--- src/rtl/stf_pkg.sv ---
package stf_pkg;
  localparam int unsigned DATA_W = 14;
  localparam int unsigned TRIM_W = 8;

  typedef struct packed {
    logic             vld;
    logic [DATA_W-1:0] data;
  } smp_t;
endpackage

--- src/rtl/stf_trim_sat.sv ---
module stf_trim_sat #(
  parameter int unsigned DATA_W = 14,
  parameter int unsigned TRIM_W = 8
) (
  input  logic [DATA_W-1:0] sample_i,
  input  logic [TRIM_W-1:0] trim_i,
  output logic [DATA_W-1:0] sum_o
);
  // two spare bits: one for carry, one for sign
  localparam int unsigned SUM_W = DATA_W + 2;

  logic [SUM_W-1:0] ext_trim;
  logic [SUM_W-1:0] sum;

  assign ext_trim = {{(SUM_W-TRIM_W){trim_i[TRIM_W-1]}}, trim_i};
  assign sum      = {2'b00, sample_i} + ext_trim;

  always_comb begin
    if (sum[SUM_W-1])      sum_o = '0;
    else if (sum[SUM_W-2]) sum_o = '1;
    else                   sum_o = sum[DATA_W-1:0];
  end
endmodule

--- src/rtl/stf_code_fmt.sv ---
module stf_code_fmt #(
  parameter int unsigned DATA_W = 14
) (
  input  logic [DATA_W-1:0] ob_i,
  input  logic              twos_i,
  input  logic              inv_i,
  output logic [DATA_W-1:0] code_o
);
  logic [DATA_W-1:0] fmt;

  always_comb begin
    fmt = ob_i;
    if (twos_i) fmt[DATA_W-1] = ~ob_i[DATA_W-1];
  end

  assign code_o = inv_i ? ~fmt : fmt;
endmodule

--- src/rtl/sample_trim_fmt.sv ---
module sample_trim_fmt
  import stf_pkg::*;
(
  input  logic              clk_i,
  input  logic              rst_ni,
  input  logic              in_valid_i,
  input  logic [DATA_W-1:0] in_sample_i,
  input  logic [TRIM_W-1:0] trim_i,
  input  logic              twos_fmt_i,
  input  logic              invert_i,
  output logic              out_valid_o,
  output logic [DATA_W-1:0] out_sample_o
);
  logic [DATA_W-1:0] clamped;
  logic [DATA_W-1:0] coded;
  smp_t              q;

  stf_trim_sat #(.DATA_W(DATA_W), .TRIM_W(TRIM_W)) u_sat (
    .sample_i (in_sample_i),
    .trim_i   (trim_i),
    .sum_o    (clamped)
  );

  stf_code_fmt #(.DATA_W(DATA_W)) u_fmt (
    .ob_i   (clamped),
    .twos_i (twos_fmt_i),
    .inv_i  (invert_i),
    .code_o (coded)
  );

  always_ff @(posedge clk_i or negedge rst_ni) begin
    if (!rst_ni) begin
      q <= '0;
    end else begin
      q.vld <= in_valid_i;
      if (in_valid_i) q.data <= coded;
    end
  end

  assign out_valid_o  = q.vld;
  assign out_sample_o = q.data;
endmodule

--- config.mk ---
export PLATFORM = sky130hd
export DESIGN_NAME = sample_trim_fmt
export DESIGN_NICKNAME = d
export VERILOG_FILES = /design/src/rtl/stf_pkg.sv /design/src/rtl/stf_trim_sat.sv /design/src/rtl/stf_code_fmt.sv /design/src/rtl/sample_trim_fmt.sv
export SDC_FILE = /design/constraint.sdc
export NUM_CORES = 1
export LEC_CHECK = 0
export BUFFER_PORTS_ARGS = -buffer_cell sky130_fd_sc_hd__buf_2
export CAP_MARGIN = 5
export CORE_MARGIN = 5
export CORE_UTILIZATION = 54
export CTS_CLUSTER_DIAMETER = 120
export CTS_CLUSTER_SIZE = 40
export DETAILED_ROUTE_END_ITERATION = 7
export MAX_ROUTING_LAYER = met4
export PLACE_DENSITY = 0.88
export SETUP_SLACK_MARGIN = 0.4
export SYNTH_ARGS = -nofsm -noshare
export SYNTH_HDL_FRONTEND = slang
export SYNTH_SLANG_ARGS = --single-unit
--- constraint.sdc ---
create_clock -name clk_i -period 1.4 [get_ports clk_i]
set_input_delay 0.14 -clock clk_i [delete_from_list [all_inputs] [get_ports clk_i]]
set_output_delay 0.14 -clock clk_i [all_outputs]
set_load 0.03 [all_outputs]
==> impl_metrics.yaml, run 1 <==
outcome:
  status: "finished with violations"
  violations: "negative setup slack"
global_routing:
  overflow: 0
  grt_antenna_before_repair: 0
  grt_pass1_vias: 1952
  grt_pass1_wl_um: 8680
  grt_max_degree: 23
  grt_util_all_layers_pct: 26.32
timing:
  fin_setup_tns_ps: -11500
  fin_crit_ps: 2299
  holdWs_ps: 31.91
  finClkSkew_ps: 0
  relSlewSlack_pct: 72.18
  finalMaxSlewViolations: 0
  fin_crit_sh_pct: 164.2
  rsz0062_at_grt: "yes"
  setup_ws_ps: -899.4
  fmax_ghz: 0.4349
  setup_viol: 14
  worst_pin_slew_ps: 413.5
  hold_viol_final: 0
final_layout:
  nFillCells: 191
  utilization_pct: 85.57
  register_area_um2: 375.4
  final_area_um2: 2613
  nNetsFinal: 341
  final_common_cell: "buf_4"
  fin_cells: 341
  multiInputGateArea_um2: 1323
  final_cell_mix: "56 x buf_4, 26 x buf_2, 20 x buf_6"
  area_delta_synth_final_pct: 51.63
  drive_above_1_share_pct: 42.42
  antenna_cells: 0
yosys:
  yosysUniqueCellTypes: 54
  ys_warn_count: 0
  synthCells: 202
  synth_edf_count: 0
  ys_seq_elements: 15
  async_flop_share_pct: 100.0
  synth_fp_nets: 245
  synth.cell_area_um2: 1723
  ys_seq_area_share_pct: 21.79
  avgSynthCellArea_um2: 8.529
  ys.flop_type: "dfrtp_1"
setup_path:
  cp.required_ps: 1580
  cp_max_fo: 5
  cp-start-kind: "primary input"
  end_kind: "flip-flop"
  worstPathArrival_ps: 2480
  critPathKind: "in2reg"
clock_network:
  cts_buffer_depth: 2
  cts_tree: "yes"
  cts.sinks: 15
  clk_latency_ps: 290
  numCtsBuffers: 3
  path_clk_slew_ps: 80
  cts_root_buf: "clkbuf_4"
  htree_num_levels: 1
floorplan:
  core_um2: 3053
  die_area_um2: 4420
  start_util_pct: 56.43
  die_w_um: 66.49
  ios: 42
  rows: 20
  die_height_um: 66.49
power:
  power.switching_mw: 1.018
  pwr-share-comb_pct: 63.9
  power.internal_mw: 1.380
  seqPwrFrac_pct: 25.1
  ir_worst_vdd_mv: 0.3619
  p_clk_share_pct: 11.0
  p_per_area_nw_per_um2: 917.7
  switching_share_pct: 42.46
  p_leak_nw: 1.271
route:
  viasPerCell: 6.182
  drc: 0
  drtPass1Iterations: 5
  drt-total-wl_um: 5858
  drt_iter0_drc: 363
  num_vias: 2108
  wl_per_cell_um: 17.18
  ant_nets: 0
worst_hold_path:
  hp-class: "in2reg"
placed_design:
  place.gp.congestion: 0.8621
  dp_hpwl_um: 3857
  dp.cells: 321
  place_area_um2: 2312
  portBuffers: 41
job:
  maxCapViolations: 0
per-layer routing:
layer  global-route usage (%)  share of wire, %
met1                    30.08                38
met2                    44.73                50
met3                    2.867               7.9
met4                    14.72               4.5
met5                        -                 0
cells in the mapped netlist, types with 2 or more instances:
master / instances / share of area [%]
and2_1: 2 / 0.73
o21ai_2: 2 / 1.0
nor4b_1: 2 / 1.0
and3_1: 3 / 1.1
nand2_1: 10 / 2.2
a22oi_1: 11 / 4.8
a21oi_1: 12 / 3.5
inv_1: 7 / 1.5
nand3_1: 13 / 3.8
xnor2_1: 10 / 5.1
mux2i_1: 2 / 1.2
dfrtp_1: 15 / 22
clkbuf_1: 6 / 1.3
o31ai_1: 2 / 0.87
nand3b_1: 4 / 1.7
o21ai_0: 18 / 5.2
buf_2: 4 / 1.2
a31oi_1: 3 / 1.1
a21o_1: 5 / 2.2
buf_6: 2 / 1.3
or3b_1: 10 / 5.1
o211ai_1: 3 / 1.3
nor2_1: 6 / 1.3
nor2b_1: 3 / 1.1
ha_1: 15 / 11
xor2_1: 4 / 2.0
sequential cells by signal, summed over array words and instances, names as in the netlist:
signal / cells
out_valid_o: 1
out_sample_o: 14
stage by stage:
stage	total power, mW	setup slack (ps)
final	2.397	-899.4
after global routing	2.512	-1062
after CTS	2.120	-872.3
after detailed placement	1.782	-1273
after global placement	1.726	-1163
after floorplan	1.347	-1090
power groups by stage:
stage	clock network, mW	logic [mW]	registers (mW)
detailed placement	0	1.20	0.577
CTS	0.252	1.30	0.573
floorplan	0	0.585	0.762
finish	0.263	1.53	0.602
global placement	0	1.15	0.572
global route	0.270	1.63	0.610
what timing repair did:
item	4_1_cts	5_1_grt
pin swaps	8	1
cloned	0	2
endpoints found under the hold margin	15	0
resized for setup	14	40
endpoints found under the setup margin	19	28
setup buffers	5	8
hold buffers	1	0
final timing paths:
kind                                         startpoint                            to  slack, ps  cells after the start
hold / removal                               in_valid_i         out_valid_o$_DFF_PN0_         30                      1
setup / recovery                         in_sample_i[0]  out_sample_o[12]$_DFFE_PN0P_       -900                     11
setup reg to reg           out_sample_o[12]$_DFFE_PN0P_  out_sample_o[12]$_DFFE_PN0P_        280                      2
max in group asynchronous                        rst_ni         out_valid_o$_DFF_PN0_        880                      2
hold reg to reg             out_sample_o[3]$_DFFE_PN0P_   out_sample_o[3]$_DFFE_PN0P_        590                      2
min in group asynchronous                        rst_ni   out_sample_o[3]$_DFFE_PN0P_        250                      2
area by class of cell:
class                   count  share of cell area, %
multi-input cells         167                  50.62
repair buffers            104                  30.84
flip-flops and latches     15                  14.37
well taps                  44                  2.107
inverters                   7                  1.006
clock buffers               3                 0.8621
clock inverters             1                 0.1916
logic make-up (layout without fill, tap and decap cells):
family,count (synthesis),count (layout),share of synthesized area [%]
AOI/OAI and AO/OA,72,72,29.85
xor gates and xnor gates,14,14,7.116
DFF,15,15,21.79
adders and majority gates,16,16,12.06
muxes,3,3,1.816
buffers and inverters,20,115,5.592
and+or+nand+nor,62,62,21.79
worst max-delay path: stages:
cell,delay [ps]
buf_6,100
ha_4,160
fa_2,360
a21o_1,200
a2111oi_4,340
buf_4,190
a21oi_2,50
o21ai_2,180
xnor2_2,150
o31ai_1,250
or3b_1,370
Note: power is estimated with default switching activity, not from simulation.
==> inputs of run 2 (changes only) <==
--- a/config.mk
+++ b/config.mk
@@ -14,6 +14,7 @@
 export DETAILED_ROUTE_END_ITERATION = 7
 export MAX_ROUTING_LAYER = met4
 export PLACE_DENSITY = 0.88
+export REMOVE_ABC_BUFFERS = 1
 export SETUP_SLACK_MARGIN = 0.4
 export SYNTH_ARGS = -nofsm -noshare
 export SYNTH_HDL_FRONTEND = slang
==> impl_metrics.yaml, run 2 (synthesis results as in run 1) <==
outcome:
  status: "finished with violations"
  violations: "design-rule violations, negative setup slack"
placed_design:
  dp.cells: 326
  portBuffers: 41
  dp_hpwl_um: 3751
  place.gp.congestion: 0.8563
final_layout:
  fin_cells: 345
  largest_reg_flops: 14
  nNetsFinal: 345
  final_cell_mix: "63 x buf_4, 27 x buf_2, 16 x buf_6"
  final_common_cell: "buf_4"
  area_delta_synth_final_pct: 54.61
  antenna_cells: 0
  drive_above_1_share_pct: 45.85
timing:
  hold_viol_final: 0
  finClkSkew_ps: 0
  fmax_ghz: 0.3713
  fin_crit_sh_pct: 192.4
  finalMaxSlewViolations: 0
  fin_crit_ps: 2694
  worst_pin_slew_ps: 524.0
  setup_ws_ps: -1294
  setup_viol: 14
  rsz0062_at_grt: "yes"
  relSlewSlack_pct: 64.81
clock_network:
  cts_root_buf: "clkbuf_4"
  cts.sinks: 15
  htree_num_levels: 1
  cts_buffer_depth: 2
  numCtsBuffers: 3
  clk_latency_ps: 320
  path_clk_slew_ps: 130
  cts_tree: "yes"
power:
  p_clk_share_pct: 11.4
  pwr-share-comb_pct: 64.7
  finalPower_mw: 2.541
  switching_share_pct: 46.33
  ir_worst_vdd_mv: 0.4409
  p_leak_nw: 1.294
  power.internal_mw: 1.364
  power.switching_mw: 1.178
  seqPwrFrac_pct: 23.8
  p_per_area_nw_per_um2: 954.1
job:
  maxCapViolations: 0
floorplan:
  rows: 20
  die_w_um: 66.49
  die_height_um: 66.49
  die_area_um2: 4420
  start_util_pct: 56.43
  core_um2: 3053
  ios: 42
route:
  drtPass1Iterations: 8
  viasPerCell: 6.957
  drt-total-wl_um: 8108
  ant_nets: 0
  drt_iter0_drc: 447
  wl_per_cell_um: 23.50
  num_vias: 2400
  drc: 4
global_routing:
  overflow: 0
  grt_max_degree: 23
  grt_pass1_wl_um: 9777
  grt_antenna_before_repair: 0
  grt_util_all_layers_pct: 29.68
  grt_pass1_vias: 2091
setup_path:
  cp-start-kind: "primary input"
  end_kind: "flip-flop"
  cp_max_fo: 10
  cp.required_ps: 1600
  critPathKind: "in2reg"
  worstPathArrival_ps: 2890
worst_hold_path:
  hp-class: "in2reg"
-- run 2: cell count changes in the layout (fill, tap and decap cells not counted), sizes merged --
cell,previous run,this run
buf,103,107
-- run 2: worst max-delay path: stages --
cell	delay (ps)
buf_6	100
ha_4	150
fa_2	360
a21o_1	240
a2111oi_4	500
buf_4	220
a21oi_2	60
o21ai_2	250
xnor2_2	180
buf_2	240
o21ai_0	290
nand3_1	160
-- run 2: repair_timing --
action | 4_1_cts | 5_1_grt
hold endpoints to repair | 15 | 0
hold buffers | 1 | 0
cloned | 2 | 0
endpoints found under the setup margin | 23 | 28
setup buffers | 8 | 4
pin swaps | 27 | 14
gates resized for setup | 28 | 37
-- run 2: metal layers --
layer / GRT usage (%) / part of all wire [%] / routed length, um
met3: 3.035 / 13 / 1043
met2: 50.68 / 45 / 3612
met4: 20.30 / 8.6 / 701
met5: - / 0 / 0
met1: 32.30 / 34 / 2749
-- run 2: final cells by class --
class | instances | area (um^2)
inverter | 7 | 26.28
fill | 130 | 389.1
multi-input combinational | 167 | 1361
timing repair buffer | 108 | 818.3
clock buffer | 3 | 22.52
clock inverter | 1 | 5.005
sequential | 15 | 375.4
tap | 44 | 55.05
-- run 2: power by group through the flow --
stage          Sequential [mW]  Combinational (mW)  Clock, mW
2_1_floorplan            0.762               0.534          0
3_3_place_gp             0.571                1.15          0
3_5_place_dp             0.577                1.20          0
4_1_cts                  0.576                1.35      0.255
5_1_grt                  0.611                1.70      0.307
6_report                 0.606                1.65      0.290
-- run 2: path summary, 6_finish.rpt --
kind	startpoint	end	slack (ps)	depth (start not counted)
min in group asynchronous	rst_ni	out_sample_o[11]$_DFFE_PN0P_	280	2
min reg2reg	out_sample_o[8]$_DFFE_PN0P_	out_sample_o[8]$_DFFE_PN0P_	600	2
max	in_sample_i[0]	out_sample_o[6]$_DFFE_PN0P_	-1290	12
min	in_valid_i	out_valid_o$_DFF_PN0_	70	1
max in group asynchronous	rst_ni	out_sample_o[8]$_DFFE_PN0P_	820	2
max reg2reg	out_sample_o[12]$_DFFE_PN0P_	out_sample_o[12]$_DFFE_PN0P_	270	2
-- run 2: metrics by stage --
| step | worst slack [ps] | util (%) | TNS [ps] | hold WS [ps] | cell area [um^2] |
|---|---|---|---|---|---|
| floorplan | -1262 | - | -14840 | -155.6 | 1653 |
| finish | -1294 | 87.25 | -16870 | 71.33 | 2664 |
| global placement | -1301 | 75.86 | -17260 | 48.97 | 2316 |
| global route | -1320 | 87.25 | -17300 | 58.36 | 2664 |
| detailed placement | -1376 | 75.86 | -18090 | 53.87 | 2316 |
| CTS | -929.7 | 82.83 | -11760 | 38.38 | 2529 |
==> inputs of run 3 (changes only) <==
--- a/config.mk
+++ b/config.mk
@@ -9,6 +9,7 @@
 export CAP_MARGIN = 5
 export CORE_MARGIN = 5
 export CORE_UTILIZATION = 54
+export CTS_BUF_LIST = sky130_fd_sc_hd__clkbuf_8 sky130_fd_sc_hd__clkbuf_16
 export CTS_CLUSTER_DIAMETER = 120
 export CTS_CLUSTER_SIZE = 40
 export DETAILED_ROUTE_END_ITERATION = 7
==> impl_metrics.yaml, run 3 (synthesis results as in run 1) <==
global_routing:
  use_met3_pct: 5.059
  grt_util_all_layers_pct: 30.00
  grt_antenna_before_repair: 0
  use_met1_pct: 32.61
  use_met2_pct: 52.29
  grt_pass1_wl_um: 10070
  grt_max_degree: 23
  overflow: 0
  grt_busiest_layer: "met2"
  grt_pass1_vias: 2158
timing:
  relSlewSlack_pct: 62.02
  fin_crit_ps: 2664
  worst_pin_slew_ps: 568.2
  finClkSkew_ps: 0
  hold_viol_final: 0
  fin_crit_sh_pct: 190.3
  finalMaxSlewViolations: 0
  setup_ws_ps: -1264
  holdWs_ps: 98.91
  rsz0062_at_grt: "yes"
  fmax_ghz: 0.3753
  fin_setup_tns_ps: -15690
  setup_viol: 14
route:
  ant_nets: 0
  drtPass1Iterations: 7
  drt_iter0_drc: 393
  wl_per_cell_um: 22.22
  viasPerCell: 6.817
  drc: 0
  drt-total-wl_um: 7644
  num_vias: 2345
power:
  p_leak_nw: 1.271
  ir_worst_vdd_mv: 0.4294
  finalPower_mw: 2.468
  p_per_area_nw_per_um2: 952.2
setup_path:
  max_stage_delay_ps: 430
  cp-start-kind: "primary input"
  crit_buf_inv: 5
  cp.required_ps: 1500
  cp_max_fo: 3
  critPathKind: "in2reg"
  worstPathArrival_ps: 2760
  cp_top_family: "compound AO/OA/AOI/OAI gates"
  cp_cell_sequence: "buf_6, ha_4, fa_2, a21o_1, a2111oi_4, buf_4, a21oi_2, o21ai_2, buf_4, buf_6, xnor2_4, buf_6, nand3b_1, nand3_1"
  path_common_cell: "buf_6"
  end_kind: "flip-flop"
  worst_path_max_delay_cell: "a2111oi_4"
clock_network:
  htree_num_levels: 1
  cts_buffer_depth: 2
  cts_root_buf: "clkbuf_8"
  cts.sinks: 15
  cts_tree: "yes"
  clk_latency_ps: 250
  path_clk_slew_ps: 70
  numCtsBuffers: 3
floorplan:
  start_util_pct: 56.43
  core_um2: 3053
  ios: 42
  rows: 20
  die_area_um2: 4420
  die_height_um: 66.49
  die_w_um: 66.49
final_layout:
  nNetsFinal: 344
  final_area_um2: 2591
  antenna_cells: 0
  largest_reg_flops: 14
  fin_cells: 344
  final_cell_mix: "61 x buf_4, 39 x buf_2, 15 x dfrtp_1"
  area_delta_synth_final_pct: 50.40
  final_common_cell: "buf_4"
  drive_above_1_share_pct: 44.33
outcome:
  status: "finished with violations"
  violations: "negative setup slack"
placed_design:
  dp.cells: 326
  dp_hpwl_um: 3751
  portBuffers: 41
  place.gp.congestion: 0.8563
  place_area_um2: 2316
worst_hold_path:
  hp-class: "in2reg"
job:
  maxCapViolations: 0
## run 3: changes by cell type in the layout (fill, tap and decap cells not counted), sizes merged
| cell | change |
|---|---|
| buf | -1 |
## run 3: where the power goes
part	leakage, nW	internal, mW	switching [mW]	total [mW]
Combinational	1.07	0.625	0.884	1.51
Sequential	0.180	0.525	0.0663	0.591
Clock	0.0255	0.197	0.170	0.368
## run 3: worst paths after layout
path,from,endpoint,slack [ps],depth (start not counted)
worst max register to register,out_sample_o[12]$_DFFE_PN0P_,out_sample_o[12]$_DFFE_PN0P_,260,2
worst max-delay path,in_sample_i[0],out_sample_o[0]$_DFFE_PN0P_,-1260,14
worst min-delay path,in_valid_i,out_valid_o$_DFF_PN0_,100,1
min in group asynchronous,rst_ni,out_sample_o[6]$_DFFE_PN0P_,360,2
max in group asynchronous,rst_ni,out_sample_o[8]$_DFFE_PN0P_,790,2
worst min register to register,out_sample_o[3]$_DFFE_PN0P_,out_sample_o[3]$_DFFE_PN0P_,580,2
## run 3: layout make-up
cell class,count,area (um^2)
multi-input cells,167,1349
repair buffers,107,739.5
fillers,144,461.7
flip-flops and latches,15,375.4
well taps,44,55.05
clock buffers,3,41.29
inverters,7,26.28
clock inverters,1,5.005
## run 3: per-stage QoR
stage / utilization (%) / worst slack, ps
3_5_place_dp: 75.86 / -1376
4_1_cts: 81.68 / -988.3
3_3_place_gp: 75.86 / -1301
2_1_floorplan: - / -1262
5_1_grt: 84.88 / -1313
6_report: 84.88 / -1264
## run 3: layer usage
layer,vias to the layer above,part of all wire [%]
li1,960,-
met1,1066,36
met2,244,48
met3,75,10
met4,0,6.6
met5,-,0
## run 3: timing repair
| action | 4_1_cts | 5_1_grt |
|---|---|---|
| buffers inserted | 6 | 5 |
| setup endpoints to repair | 14 | 14 |
| resized for setup | 17 | 20 |
| gates cloned | 2 | 0 |
| hold endpoints to repair | 15 | 0 |
| pin swaps | 28 | 13 |
| hold buffers | 1 | 0 |
